--- src/rtl/sched_pkg.sv ---
package sched_pkg;
    localparam int CLS_W  = 5;
    localparam int PIPE_W = 2;
    localparam int NPIPE  = 4;
    localparam int CNT_W  = 6;

    localparam logic [CLS_W-1:0] OP_INT    = 5'd0;
    localparam logic [CLS_W-1:0] OP_MUL    = 5'd1;
    localparam logic [CLS_W-1:0] OP_MULS   = 5'd2;
    localparam logic [CLS_W-1:0] OP_IDIV   = 5'd3;
    localparam logic [CLS_W-1:0] OP_BR     = 5'd4;
    localparam logic [CLS_W-1:0] OP_CMP    = 5'd5;
    localparam logic [CLS_W-1:0] OP_TOCR   = 5'd6;
    localparam logic [CLS_W-1:0] OP_TOLNK  = 5'd7;
    localparam logic [CLS_W-1:0] OP_FRLNK  = 5'd8;
    localparam logic [CLS_W-1:0] OP_LD     = 5'd9;
    localparam logic [CLS_W-1:0] OP_FLD    = 5'd10;
    localparam logic [CLS_W-1:0] OP_ST     = 5'd11;
    localparam logic [CLS_W-1:0] OP_FST    = 5'd12;
    localparam logic [CLS_W-1:0] OP_FARITH = 5'd13;
    localparam logic [CLS_W-1:0] OP_FDIVS  = 5'd14;
    localparam logic [CLS_W-1:0] OP_FDIVD  = 5'd15;
    localparam logic [CLS_W-1:0] OP_FCMP   = 5'd16;

    typedef enum logic [PIPE_W-1:0] {
        PIPE_CX  = 2'd0,
        PIPE_SX  = 2'd1,
        PIPE_MEM = 2'd2,
        PIPE_FP  = 2'd3
    } pipe_e;

    typedef struct packed {
        logic             ok;
        logic [PIPE_W-1:0] pipe;
        logic [NPIPE-1:0]  mask;
    } pick_t;

    // Cycles until a consumer of the result may issue.
    function automatic logic [CNT_W-1:0] op_latency(logic [CLS_W-1:0] c);
        case (c)
            OP_MULS, OP_CMP, OP_FRLNK:        return 6'd2;
            OP_MUL, OP_TOCR, OP_LD, OP_FST,
            OP_FCMP:                          return 6'd3;
            OP_TOLNK, OP_FLD:                 return 6'd4;
            OP_FARITH:                        return 6'd5;
            OP_FDIVS:                         return 6'd19;
            OP_FDIVD:                         return 6'd33;
            OP_IDIV:                          return 6'd34;
            default:                          return 6'd1;
        endcase
    endfunction

    // Cycles for which the bound pipe stays reserved.
    function automatic logic [CNT_W-1:0] op_occupancy(logic [CLS_W-1:0] c);
        case (c)
            OP_IDIV:  return 6'd33;
            OP_FDIVS: return 6'd15;
            OP_FDIVD: return 6'd29;
            default:  return 6'd1;
        endcase
    endfunction

    function automatic pipe_e op_home(logic [CLS_W-1:0] c);
        if (c >= OP_LD && c <= OP_FST)        return PIPE_MEM;
        if (c >= OP_FARITH && c <= OP_FCMP)   return PIPE_FP;
        return PIPE_CX;
    endfunction

    // Choose a pipe for class c out of the free set avail.
    function automatic pick_t pick_pipe(logic [CLS_W-1:0] c, logic [NPIPE-1:0] avail);
        pick_t r;
        pipe_e h;
        r = '0;
        h = op_home(c);
        if (c == OP_INT) begin
            if (avail[PIPE_CX]) begin
                r.ok = 1'b1; r.pipe = PIPE_CX; r.mask = 4'b0001;
            end else if (avail[PIPE_SX]) begin
                r.ok = 1'b1; r.pipe = PIPE_SX; r.mask = 4'b0010;
            end
        end else if (c == OP_FCMP) begin
            if (avail[PIPE_FP] && avail[PIPE_CX]) begin
                r.ok = 1'b1; r.pipe = PIPE_FP; r.mask = 4'b1001;
            end
        end else if (avail[h]) begin
            r.ok   = 1'b1;
            r.pipe = h;
            r.mask = NPIPE'(1) << h;
        end
        return r;
    endfunction
endpackage

--- src/rtl/sched_pipe_busy.sv ---
module sched_pipe_busy
    import sched_pkg::*;
#(
    parameter int NP = NPIPE,
    parameter int CW = CNT_W
) (
    input  logic             clk,
    input  logic             rst,
    input  logic [NP-1:0]    claim,
    input  logic [NP*CW-1:0] hold,
    output logic [NP-1:0]    free
);
    typedef struct packed {
        logic [NP-1:0][CW-1:0] cnt;
    } busy_t;

    busy_t st_d, st_q;

    always_comb begin
        st_d = st_q;
        for (int p = 0; p < NP; p++) begin
            if (claim[p])
                st_d.cnt[p] = hold[p*CW +: CW];
            else if (st_q.cnt[p] != '0)
                st_d.cnt[p] = st_q.cnt[p] - 1'b1;
        end
    end

    always_ff @(posedge clk) begin
        if (rst) st_q <= '0;
        else     st_q <= st_d;
    end

    for (genvar p = 0; p < NP; p++) begin : g_free
        assign free[p] = (st_q.cnt[p] == '0);

        // a reserved pipe is never claimed again
        p_no_double_claim_r6: assert property (@(posedge clk) disable iff (rst)
            claim[p] |-> free[p]);
        // a busy pipe counts down by one when not claimed
        p_busy_countdown_r6: assert property (@(posedge clk) disable iff (rst)
            (!free[p] && !claim[p]) |=> (st_q.cnt[p] == $past(st_q.cnt[p]) - 1'b1));
    end
endmodule

--- src/rtl/sched_scoreboard.sv ---
module sched_scoreboard
    import sched_pkg::*;
#(
    parameter int NREG  = 32,
    parameter int CW    = CNT_W,
    parameter int IDX_W = $clog2(NREG)
) (
    input  logic               clk,
    input  logic               rst,
    input  logic [1:0]         wr_en,
    input  logic [2*IDX_W-1:0] wr_idx,
    input  logic [2*CW-1:0]    wr_val,
    output logic [NREG-1:0]    pend
);
    typedef struct packed {
        logic [NREG-1:0][CW-1:0] cnt;
    } sb_t;

    sb_t             st_d, st_q;
    logic [NREG-1:0] hit;

    always_comb begin
        st_d = st_q;
        hit  = '0;
        for (int r = 0; r < NREG; r++) begin
            if (st_q.cnt[r] != '0)
                st_d.cnt[r] = st_q.cnt[r] - 1'b1;
            // slot 1 is younger, so its write lands last
            for (int s = 0; s < 2; s++) begin
                if (wr_en[s] && wr_idx[s*IDX_W +: IDX_W] == IDX_W'(r)) begin
                    st_d.cnt[r] = wr_val[s*CW +: CW];
                    hit[r]      = 1'b1;
                end
            end
        end
    end

    always_ff @(posedge clk) begin
        if (rst) st_q <= '0;
        else     st_q <= st_d;
    end

    for (genvar r = 0; r < NREG; r++) begin : g_pend
        assign pend[r] = (st_q.cnt[r] != '0);

        // a ready register stays ready until something writes it
        p_ready_stays_r5: assert property (@(posedge clk) disable iff (rst)
            (!pend[r] && !hit[r]) |=> !pend[r]);
    end
endmodule

--- src/rtl/issue_sched.sv ---
module issue_sched
    import sched_pkg::*;
#(
    parameter int NREG  = 32,
    parameter int IDX_W = $clog2(NREG)
) (
    input  logic               clk,
    input  logic               rst,
    input  logic [1:0]         slot_valid,
    input  logic [2*CLS_W-1:0] slot_class,
    input  logic [2*IDX_W-1:0] slot_dst,
    input  logic [1:0]         slot_dst_en,
    input  logic [2*IDX_W-1:0] slot_srca,
    input  logic [1:0]         slot_srca_en,
    input  logic [2*IDX_W-1:0] slot_srcb,
    input  logic [1:0]         slot_srcb_en,
    output logic [1:0]         grant,
    output logic [2*PIPE_W-1:0] slot_pipe
);
    logic [NPIPE-1:0]       pipe_free;
    logic [NPIPE-1:0]       claim;
    logic [NPIPE*CNT_W-1:0] hold;
    logic [NREG-1:0]        pend;
    logic [1:0]             wr_en;
    logic [2*CNT_W-1:0]     wr_val;
    pick_t                  pk0, pk1;
    logic [1:0]             src_ok;
    logic                   raw_pair;

    always_comb begin
        for (int s = 0; s < 2; s++) begin
            src_ok[s] = !(slot_srca_en[s] && pend[slot_srca[s*IDX_W +: IDX_W]])
                     && !(slot_srcb_en[s] && pend[slot_srcb[s*IDX_W +: IDX_W]]);
        end
        raw_pair = slot_dst_en[0] &&
                   ((slot_srca_en[1] && slot_srca[IDX_W +: IDX_W] == slot_dst[0 +: IDX_W]) ||
                    (slot_srcb_en[1] && slot_srcb[IDX_W +: IDX_W] == slot_dst[0 +: IDX_W]));

        pk0 = pick_pipe(slot_class[0 +: CLS_W], pipe_free);
        grant[0] = !rst && slot_valid[0] && src_ok[0] && pk0.ok;

        pk1 = pick_pipe(slot_class[CLS_W +: CLS_W],
                        pipe_free & ~(grant[0] ? pk0.mask : '0));
        grant[1] = grant[0] && slot_valid[1] && src_ok[1] && !raw_pair && pk1.ok;

        slot_pipe = {pk1.pipe, pk0.pipe};

        claim = '0;
        hold  = '0;
        for (int p = 0; p < NPIPE; p++) begin
            if (grant[0] && pk0.mask[p]) begin
                claim[p] = 1'b1;
                hold[p*CNT_W +: CNT_W] = op_occupancy(slot_class[0 +: CLS_W]) - 1'b1;
            end
            if (grant[1] && pk1.mask[p]) begin
                claim[p] = 1'b1;
                hold[p*CNT_W +: CNT_W] = op_occupancy(slot_class[CLS_W +: CLS_W]) - 1'b1;
            end
        end

        for (int s = 0; s < 2; s++) begin
            wr_en[s] = grant[s] && slot_dst_en[s];
            wr_val[s*CNT_W +: CNT_W] = op_latency(slot_class[s*CLS_W +: CLS_W]) - 1'b1;
        end
    end

    sched_pipe_busy #(.NP(NPIPE), .CW(CNT_W)) u_busy (
        .clk   (clk),
        .rst   (rst),
        .claim (claim),
        .hold  (hold),
        .free  (pipe_free)
    );

    sched_scoreboard #(.NREG(NREG), .CW(CNT_W), .IDX_W(IDX_W)) u_sb (
        .clk    (clk),
        .rst    (rst),
        .wr_en  (wr_en),
        .wr_idx (slot_dst),
        .wr_val (wr_val),
        .pend   (pend)
    );

    // younger slot never issues ahead of the older one
    p_in_order_r1: assert property (@(posedge clk) disable iff (rst)
        grant[1] |-> grant[0]);
    // grants only for valid slots
    p_grant_valid_r1: assert property (@(posedge clk) disable iff (rst)
        (grant & ~slot_valid) == 2'b00);
    // two issued slots are bound to distinct pipes
    p_distinct_pipe_r8: assert property (@(posedge clk) disable iff (rst)
        (&grant) |-> (slot_pipe[1:0] != slot_pipe[3:2]));
    // an issued FP compare shuts the complex pipe to slot 1
    p_fcmp_blocks_cx_r7: assert property (@(posedge clk) disable iff (rst)
        (&grant && slot_class[0 +: CLS_W] == OP_FCMP) |-> (slot_pipe[3:2] != PIPE_CX));
endmodule

--- config.mk ---
export PLATFORM = sky130hd
export DESIGN_NAME = issue_sched
export DESIGN_NICKNAME = d
export VERILOG_FILES = /design/src/rtl/sched_pkg.sv /design/src/rtl/sched_pipe_busy.sv /design/src/rtl/sched_scoreboard.sv /design/src/rtl/issue_sched.sv
export SDC_FILE = /design/constraint.sdc
export NUM_CORES = 1
export LEC_CHECK = 0
export BUFFER_PORTS_ARGS = -buffer_cell sky130_fd_sc_hd__buf_2
export CAP_MARGIN = 20
export CORE_AREA = 2 2 190 192
export CTS_BUF_LIST = sky130_fd_sc_hd__clkbuf_8
export DETAILED_ROUTE_END_ITERATION = 10
export DIE_AREA = 0 0 192 194
export GPL_TIMING_DRIVEN = 0
export PLACE_DENSITY = 0.63
export SYNTH_ARGS = -nofsm -noshare
export SYNTH_HDL_FRONTEND = slang
export SYNTH_SLANG_ARGS = --single-unit
--- constraint.sdc ---
create_clock -name clk -period 6.1 [get_ports clk]
set_clock_uncertainty 0.1 [all_clocks]
set_input_delay 1.525 -clock clk [delete_from_list [all_inputs] [get_ports clk]]
set_output_delay 1.525 -clock clk [all_outputs]
set_load 0.1 [all_outputs]
==> results.toml, run 1 <==
[flow_run]
maxCapViolations = 0

[synth]
yosys.area.top_type_share = 0.248
synth_flop_cell = "dfxtp_1"
yosys_warnings = 0
synth_area_um2 = 17400
synth_compound_gate_area_share = 0.119
yosys.area_share.simple = 0.282
ys_ff_latch = 216
synth_top_family_by_area = "simple AND/OR/NAND/NOR gates"
yosys-mux-area-fraction = 0.174
synth_seq_area_share = 0.248
synth_nets = 2277
avgSynthCellArea_um2 = 8.01
syn_inst = 2172
synth_cell_types = 85
synth.area.top_cells = "dfxtp_1, mux2i_1, mux2_2"
synth-edff-count = 0
synth_fa_ha_area_frac = 0.0395
synthXorXnorAreaFrac = 0.0805
yosys.area.top_type = "dfxtp_1"
synth_async_sr_flop_share = 0

[floorplanning]
io_pins = 56
die_area_um2 = 37200
initial_core_util = 0.494
core_area_um2 = 35200
rows = 69
die_h_um = 194
dieWidth_um = 192

[worst_setup_path]
regToRegStartpoint = "u_sb.st_q[18]"
r2r_cells = 14
cp_slowest_cell = "a2111oi_1"
rrSetupSlack_ps = 1340
crit_path_start = "slot_srcb[7]"
endpoint_kind = "output pin"
cp_common_cell = "buf_2"
critPathTopFamily = "buffers and inverters"
worst-path-max-fanout = 10
cp_slowest_stage_delay_ps = 580
cp-start-kind = "input port"
crit_type = "input port to output pin"
worstPathCellList = "buf_2 > clkbuf_1 > nand2b_1 > o221ai_1 > o41ai_1 > a2111oi_1 > buf_2 > nor2_4 > and4_2 > buf_4"
worstPathRequired_ps = 4470
r2r-end = "u_sb.st_q[99]"
crit_cells = 10
crit_buf_inv = 4
arrival_ps = 4460

[cts]
cts_hold_buf = 0
root_buffer = "clkbuf_8"
clk_latency_ps = 630
clk_pin_slew_ps = 60
clkSinkCount = 216
clockBufferDepth = 3
h-tree-depth = 2
tritoncts = "yes"
cts_made_buffers = 44

[timing]
hold_violations = 0
drv_slew = 0
setup_tns_ps = 0
max_freq_ghz = 0.164
setup_viol = 0
slew_headroom = 0.273
fin_crit_sh = 0.997
fin_crit_ps = 6080
worst_pin_slew_ps = 1080

[min_path]
min_to = "u_busy.st_q[7]"
hold_start = "u_busy.st_q[7]"
min_path_cells = 2
hp-class = "flip-flop to flip-flop"

[layout]
seqCellArea_um2 = 4320
fillers = 3393
multi_input_area_um2 = 12200
nets = 2367
final_cell_area_um2 = 19100
area_growth_pct = 9.84
drive_gt1_frac = 0.135

[detailed_routing]
routed_wl_mm = 62.7
viasPerCell = 6.14
vias = 16900
ant_nets = 0
drt_iter0_drc = 1631
dr.pass1.iters = 5
route.detailed.wl_per_inst_um = 22.8
drc = 0

[pwr]
vdd_drop_max_mv = 0.297
power.density_nw_per_um2 = 540
p_leak_nw = 8.82

[global_route]
grt_max_degree = 12
grt_pass1_vias = 15900
track_usage = 0.333
gr-total-overflow = 0
antenna_found_initial = 4
grt_pass1_wl_mm = 94.6

[placed_design]
hpwl_mm = 45.8
gp_congestion = 1.01
place_area_um2 = 18200
io_buffers = 42

[outcome]
status = "completed"
==> per-stage QoR <==
stage / power, W / setup WS (ps) / hold WS [ps] / utilization / cells
floorplan: 0.00736 / 33.3 / 393 / - / 2172
global placement: 0.00854 / -1310 / 412 / 0.517 / 2675
detailed placement: 0.00871 / -815 / 438 / 0.518 / 2678
CTS: 0.0102 / 6.96 / 447 / 0.541 / 2745
global route: 0.0111 / -10.1 / 458 / 0.543 / 2745
finish: 0.0103 / 20.0 / 447 / 0.543 / 2747
==> state kept, by name, summed over array words and instances, names as in the netlist <==
name         count
u_busy.st_q     24
u_sb.st_q      192
==> what timing repair did <==
item,4_1_cts,5_1_grt
gates cloned,0,0
gates resized for setup,22,18
buffers inserted,1,0
endpoints found under the setup margin,4,4
pin swaps,1,1
==> power by group <==
part | total (W) | internal, W | switching [W]
sequential | 0.00261 | 0.00207 | 0.000541
clock | 0.00138 | 0.000707 | 0.000673
combinational | 0.00633 | 0.00289 | 0.00344
total | 0.0103 | 0.00567 | 0.00465
==> cells in the mapped netlist (55+ instances only) <==
cell / number
ha_1: 55
nand2_1: 189
nor3_1: 82
xnor2_1: 76
nand3_1: 97
xor2_1: 84
dfxtp_1: 216
mux2i_1: 204
nor2_1: 149
inv_1: 100
o21ai_0: 107
clkbuf_1: 89
and3_1: 70
mux2_2: 68
a21oi_1: 73
==> cell usage in the layout (no fill, tap or decap), drive strengths merged, types with 8 or more instances in the layout <==
master   count
a21oi       73
nand3b      18
nand2      190
o2111ai     11
o21a         9
and3        70
nor2       151
or4         35
xor2        84
nor3        83
and2        10
dfxtp      216
a31oi        8
or3         43
nor3b       31
nand2b      31
nand4       13
ha          55
mux2        73
or2         35
nor2b       12
mux2i      204
nand3      127
o211ai      45
xnor2       76
buf         93
nor4        11
clkbuf     140
o21ai      110
inv        117
or3b        14
==> worst min-delay path: cells and delay by family (launching register included) <==
family / cells / cell delay, ps
flip-flops: 1 / 320
AND/OR/NAND/NOR: 1 / 100
AO/OA/AOI/OAI: 1 / 70
==> layer usage <==
| layer | track usage | vias to the layer above | part of all wire |
|---|---|---|---|
| li1 | - | 7928 | - |
| met4 | 0.133 | 2 | 0.038 |
| met5 | 0 | - | 0.00018 |
| met3 | 0.0630 | 146 | 0.086 |
| met1 | 0.450 | 8088 | 0.43 |
| met2 | 0.521 | 704 | 0.44 |
==> worst max path at each step <==
stage          slack (ps)            to
3_5_place_dp         -810  slot_pipe[2]
5_1_grt               -10      grant[1]
3_3_place_gp        -1310  slot_pipe[2]
4_1_cts                 7  slot_pipe[2]
6_report               20      grant[1]
2_1_floorplan          30      grant[1]
==> kinds of logic after synthesis <==
| group | Yosys count |
|---|---|
| DFF | 216 |
| muxes | 284 |
| adders and majority gates | 55 |
| xor gates and xnor gates | 160 |
| and+or+nand+nor | 892 |
| buffers and inverters | 242 |
| AOI/OAI and AO/OA | 323 |
==> final cells by class <==
cell class | instances | share of cell area
Buffer | 139 | 0.0329
Timing Repair Buffer | 46 | 0.0131
Multi-Input combinational cell | 1714 | 0.639
Sequential cell | 216 | 0.226
Inverter | 101 | 0.0198
Antenna cell | 3 | 0.000393
Tap cell | 461 | 0.0302
Clock inverter | 19 | 0.00419
Clock buffer | 48 | 0.0346
(Power assumes the default switching activity.)
==> run 2, diff against run 1 <==
--- a/config.mk
+++ b/config.mk
@@ -7,12 +7,14 @@
 export LEC_CHECK = 0
 export BUFFER_PORTS_ARGS = -buffer_cell sky130_fd_sc_hd__buf_2
 export CAP_MARGIN = 20
-export CORE_AREA = 2 2 190 192
+export CORE_AREA = 2 2 191 193
 export CTS_BUF_LIST = sky130_fd_sc_hd__clkbuf_8
 export DETAILED_ROUTE_END_ITERATION = 10
-export DIE_AREA = 0 0 192 194
+export DIE_AREA = 0 0 193 195
 export GPL_TIMING_DRIVEN = 0
 export PLACE_DENSITY = 0.63
+export RECOVER_POWER = 25
 export SYNTH_ARGS = -nofsm -noshare
 export SYNTH_HDL_FRONTEND = slang
+export SYNTH_HIERARCHICAL = 1
 export SYNTH_SLANG_ARGS = --single-unit
==> run 2 against run 1 <==
Effect of this change:
- global-route usage increased by 2.2 points
- maximum frequency increased by 1.5%
- final cell count increased by 4.2%
- core utilization increased by 0.51 points
- sequential cell count unchanged
- area after synthesis increased by 0.78%
- hold slack got worse by 29 ps
- clock-buffer cell count increased by 9
- final area increased by 1.4%
- first-iteration DRC count increased by 26%
- die area increased by 1.0%
- critical path depth unchanged
- critical path type unchanged
- highest routed layer is now met4
==> results.toml, run 2 <==
[floorplanning]
die_area_um2 = 37600
core_area_um2 = 35400
initial_core_util = 0.496
rows = 69
die_h_um = 195
io_pins = 56
dieWidth_um = 193

[pwr]
vdd_drop_max_mv = 0.275
p_leak_nw = 7.56
total_power_w = 0.0104
power.density_nw_per_um2 = 535

[detailed_routing]
vias = 18900
dr.pass1.iters = 6
viasPerCell = 6.59
drc = 0
route.detailed.wl_per_inst_um = 23.7
routed_wl_mm = 67.9
ant_nets = 0
drt_iter0_drc = 2050

[cts]
clk_pin_slew_ps = 60
clkSinkCount = 216
clk_latency_ps = 640
cts_made_buffers = 43
cts_hold_buf = 0
tritoncts = "yes"
h-tree-depth = 2
clockBufferDepth = 3
root_buffer = "clkbuf_8"

[global_route]
grt_max_degree = 12
grt_pass1_vias = 17600
antenna_found_initial = 3
grt_pass1_wl_mm = 103
gr-total-overflow = 0
track_usage = 0.355

[placed_design]
io_buffers = 45
gp_congestion = 0.982
hpwl_mm = 47.8
preCtsSetupSlack_ps = -165

[flow_run]
maxCapViolations = 0

[worst_setup_path]
arrival_ps = 4370
crit_cells = 10
crit_type = "input port to output pin"
r2r_cells = 17
cp_slowest_stage_delay_ps = 510
r2r-end = "u_sb/st_q[5]"
worstPathCellList = "clkbuf_1 > mux4_2 > mux4_2 > mux2_2 > nand2_1 > and4_1 > nand3_4 > buf_6 > a211oi_4 > buf_6"
cp-start-kind = "input port"
worst-path-max-fanout = 10
endpoint_kind = "output pin"
regToRegStartpoint = "u_sb/st_q[156]"
cp_slowest_cell = "mux4_2"
critPathTopFamily = "multiplexers"
crit_buf_inv = 3
rrSetupSlack_ps = 280
worstPathRequired_ps = 4470

[synth]
synth_common_cells = "nor2_1, nand2_1, dfxtp_1"
synth_area_um2 = 17500
synth_flop_cell = "dfxtp_1"
synth_cell_types = 90
syn_inst = 2266
yosysMostFrequentCell = "nor2_1"
synth_seq_area_share = 0.247
synth-edff-count = 0
ys_ff_latch = 216
synth.area.top_cells = "dfxtp_1, ha_1, nor2_1"
avgSynthCellArea_um2 = 7.74
yosys_warnings = 6
yosys.area.top_type = "dfxtp_1"
synth_async_sr_flop_share = 0
yosys.area.top_type_share = 0.247

[timing]
hold_violations = 0
setup_viol = 0
slew_headroom = 0.156
whs_ps = 418
setup_tns_ps = 0
worst_pin_slew_ps = 1270
fin_crit_sh = 0.982
fin_crit_ps = 5990
setup_ws_ps = 108
rsz0062_at_grt = "no"
drv_slew = 0
max_freq_ghz = 0.167

[layout]
mostFrequentLayoutCells = "nor2_1, nand2_1, dfxtp_1, nor3_1, inv_1"
reg_top3 = "u_sb/st_q (192), u_busy/st_q (24)"
largest-register = "u_sb/st_q"
nets = 2502
drive_gt1_frac = 0.108
layout_commonest_cell = "nor2_1"
area_growth_pct = 10.5
largest_reg_flops = 192

[min_path]
min_path_cells = 2
hold_start = "u_busy/st_q[5]"
hp-class = "flip-flop to flip-flop"
min_to = "u_busy/st_q[5]"

[outcome]
status = "completed"
## run 2: final cells by class
class | count | area (um^2)
fillers | 3407 | 16000
multi-input cells | 1847 | 12400
flip-flops and latches | 216 | 4320
clock buffers | 57 | 785
well taps | 461 | 577
plain buffers | 118 | 528
inverters | 94 | 355
repair buffers | 48 | 263
clock inverters | 17 | 103
diodes | 5 | 12.5
## run 2: layer usage
layer | track usage | wire length (um)
met1 | 0.459 | 27000
met2 | 0.545 | 29600
met3 | 0.0805 | 7470
met4 | 0.194 | 3920
met5 | 0 | 0
## run 2: repair_timing
action / CTS / global route
pin swaps: 1 / 1
buffers inserted: 0 / 1
gates resized for setup: 7 / 16
setup endpoints to repair: 1 / 2
## run 2: cell families after synthesis
family | share of synthesized area
AO/OA/AOI/OAI | 0.224
XOR/XNOR | 0.0599
flip-flops | 0.247
multiplexers | 0.0566
buffers and inverters | 0.0502
other | 0.000214
AND/OR/NAND/NOR | 0.303
adder cells (fa/ha/maj) | 0.0599
## run 2: worst max-delay path by stage
stage              startpoint              to  slack, ps
4_1_cts         u_sb/st_q[62]        grant[1]        0.1
6_report         slot_srcb[7]        grant[1]        110
2_1_floorplan    slot_srca[0]        grant[1]        -50
5_1_grt        u_sb/st_q[156]  u_sb/st_q[187]          9
3_3_place_gp     slot_srca[6]   u_sb/st_q[62]      -1010
3_5_place_dp     slot_srca[6]        grant[1]       -170
## run 2: stage by stage
step                      instances  area, um^2   util
after floorplan                2275       17600      -
after global placement         2781       18400  0.520
after detailed placement       2783       18400  0.520
after CTS                      2857       19300  0.546
after global routing           2859       19400  0.548
final                          2863       19400  0.548
## run 2: worst reg2reg max path, delay by kind of cell (launching register included)
family	cells	cell delay [ps]
AND/OR/NAND/NOR	7	1990
adder cells (fa/ha/maj)	1	200
buffers and inverters	3	970
flip-flops	1	340
multiplexers	3	1370
AO/OA/AOI/OAI	3	730
## run 2: where the power goes
group,internal (W),switching [W]
Clock,0.000871,0.000714
Sequential,0.00205,0.000635
Combinational,0.00272,0.00339
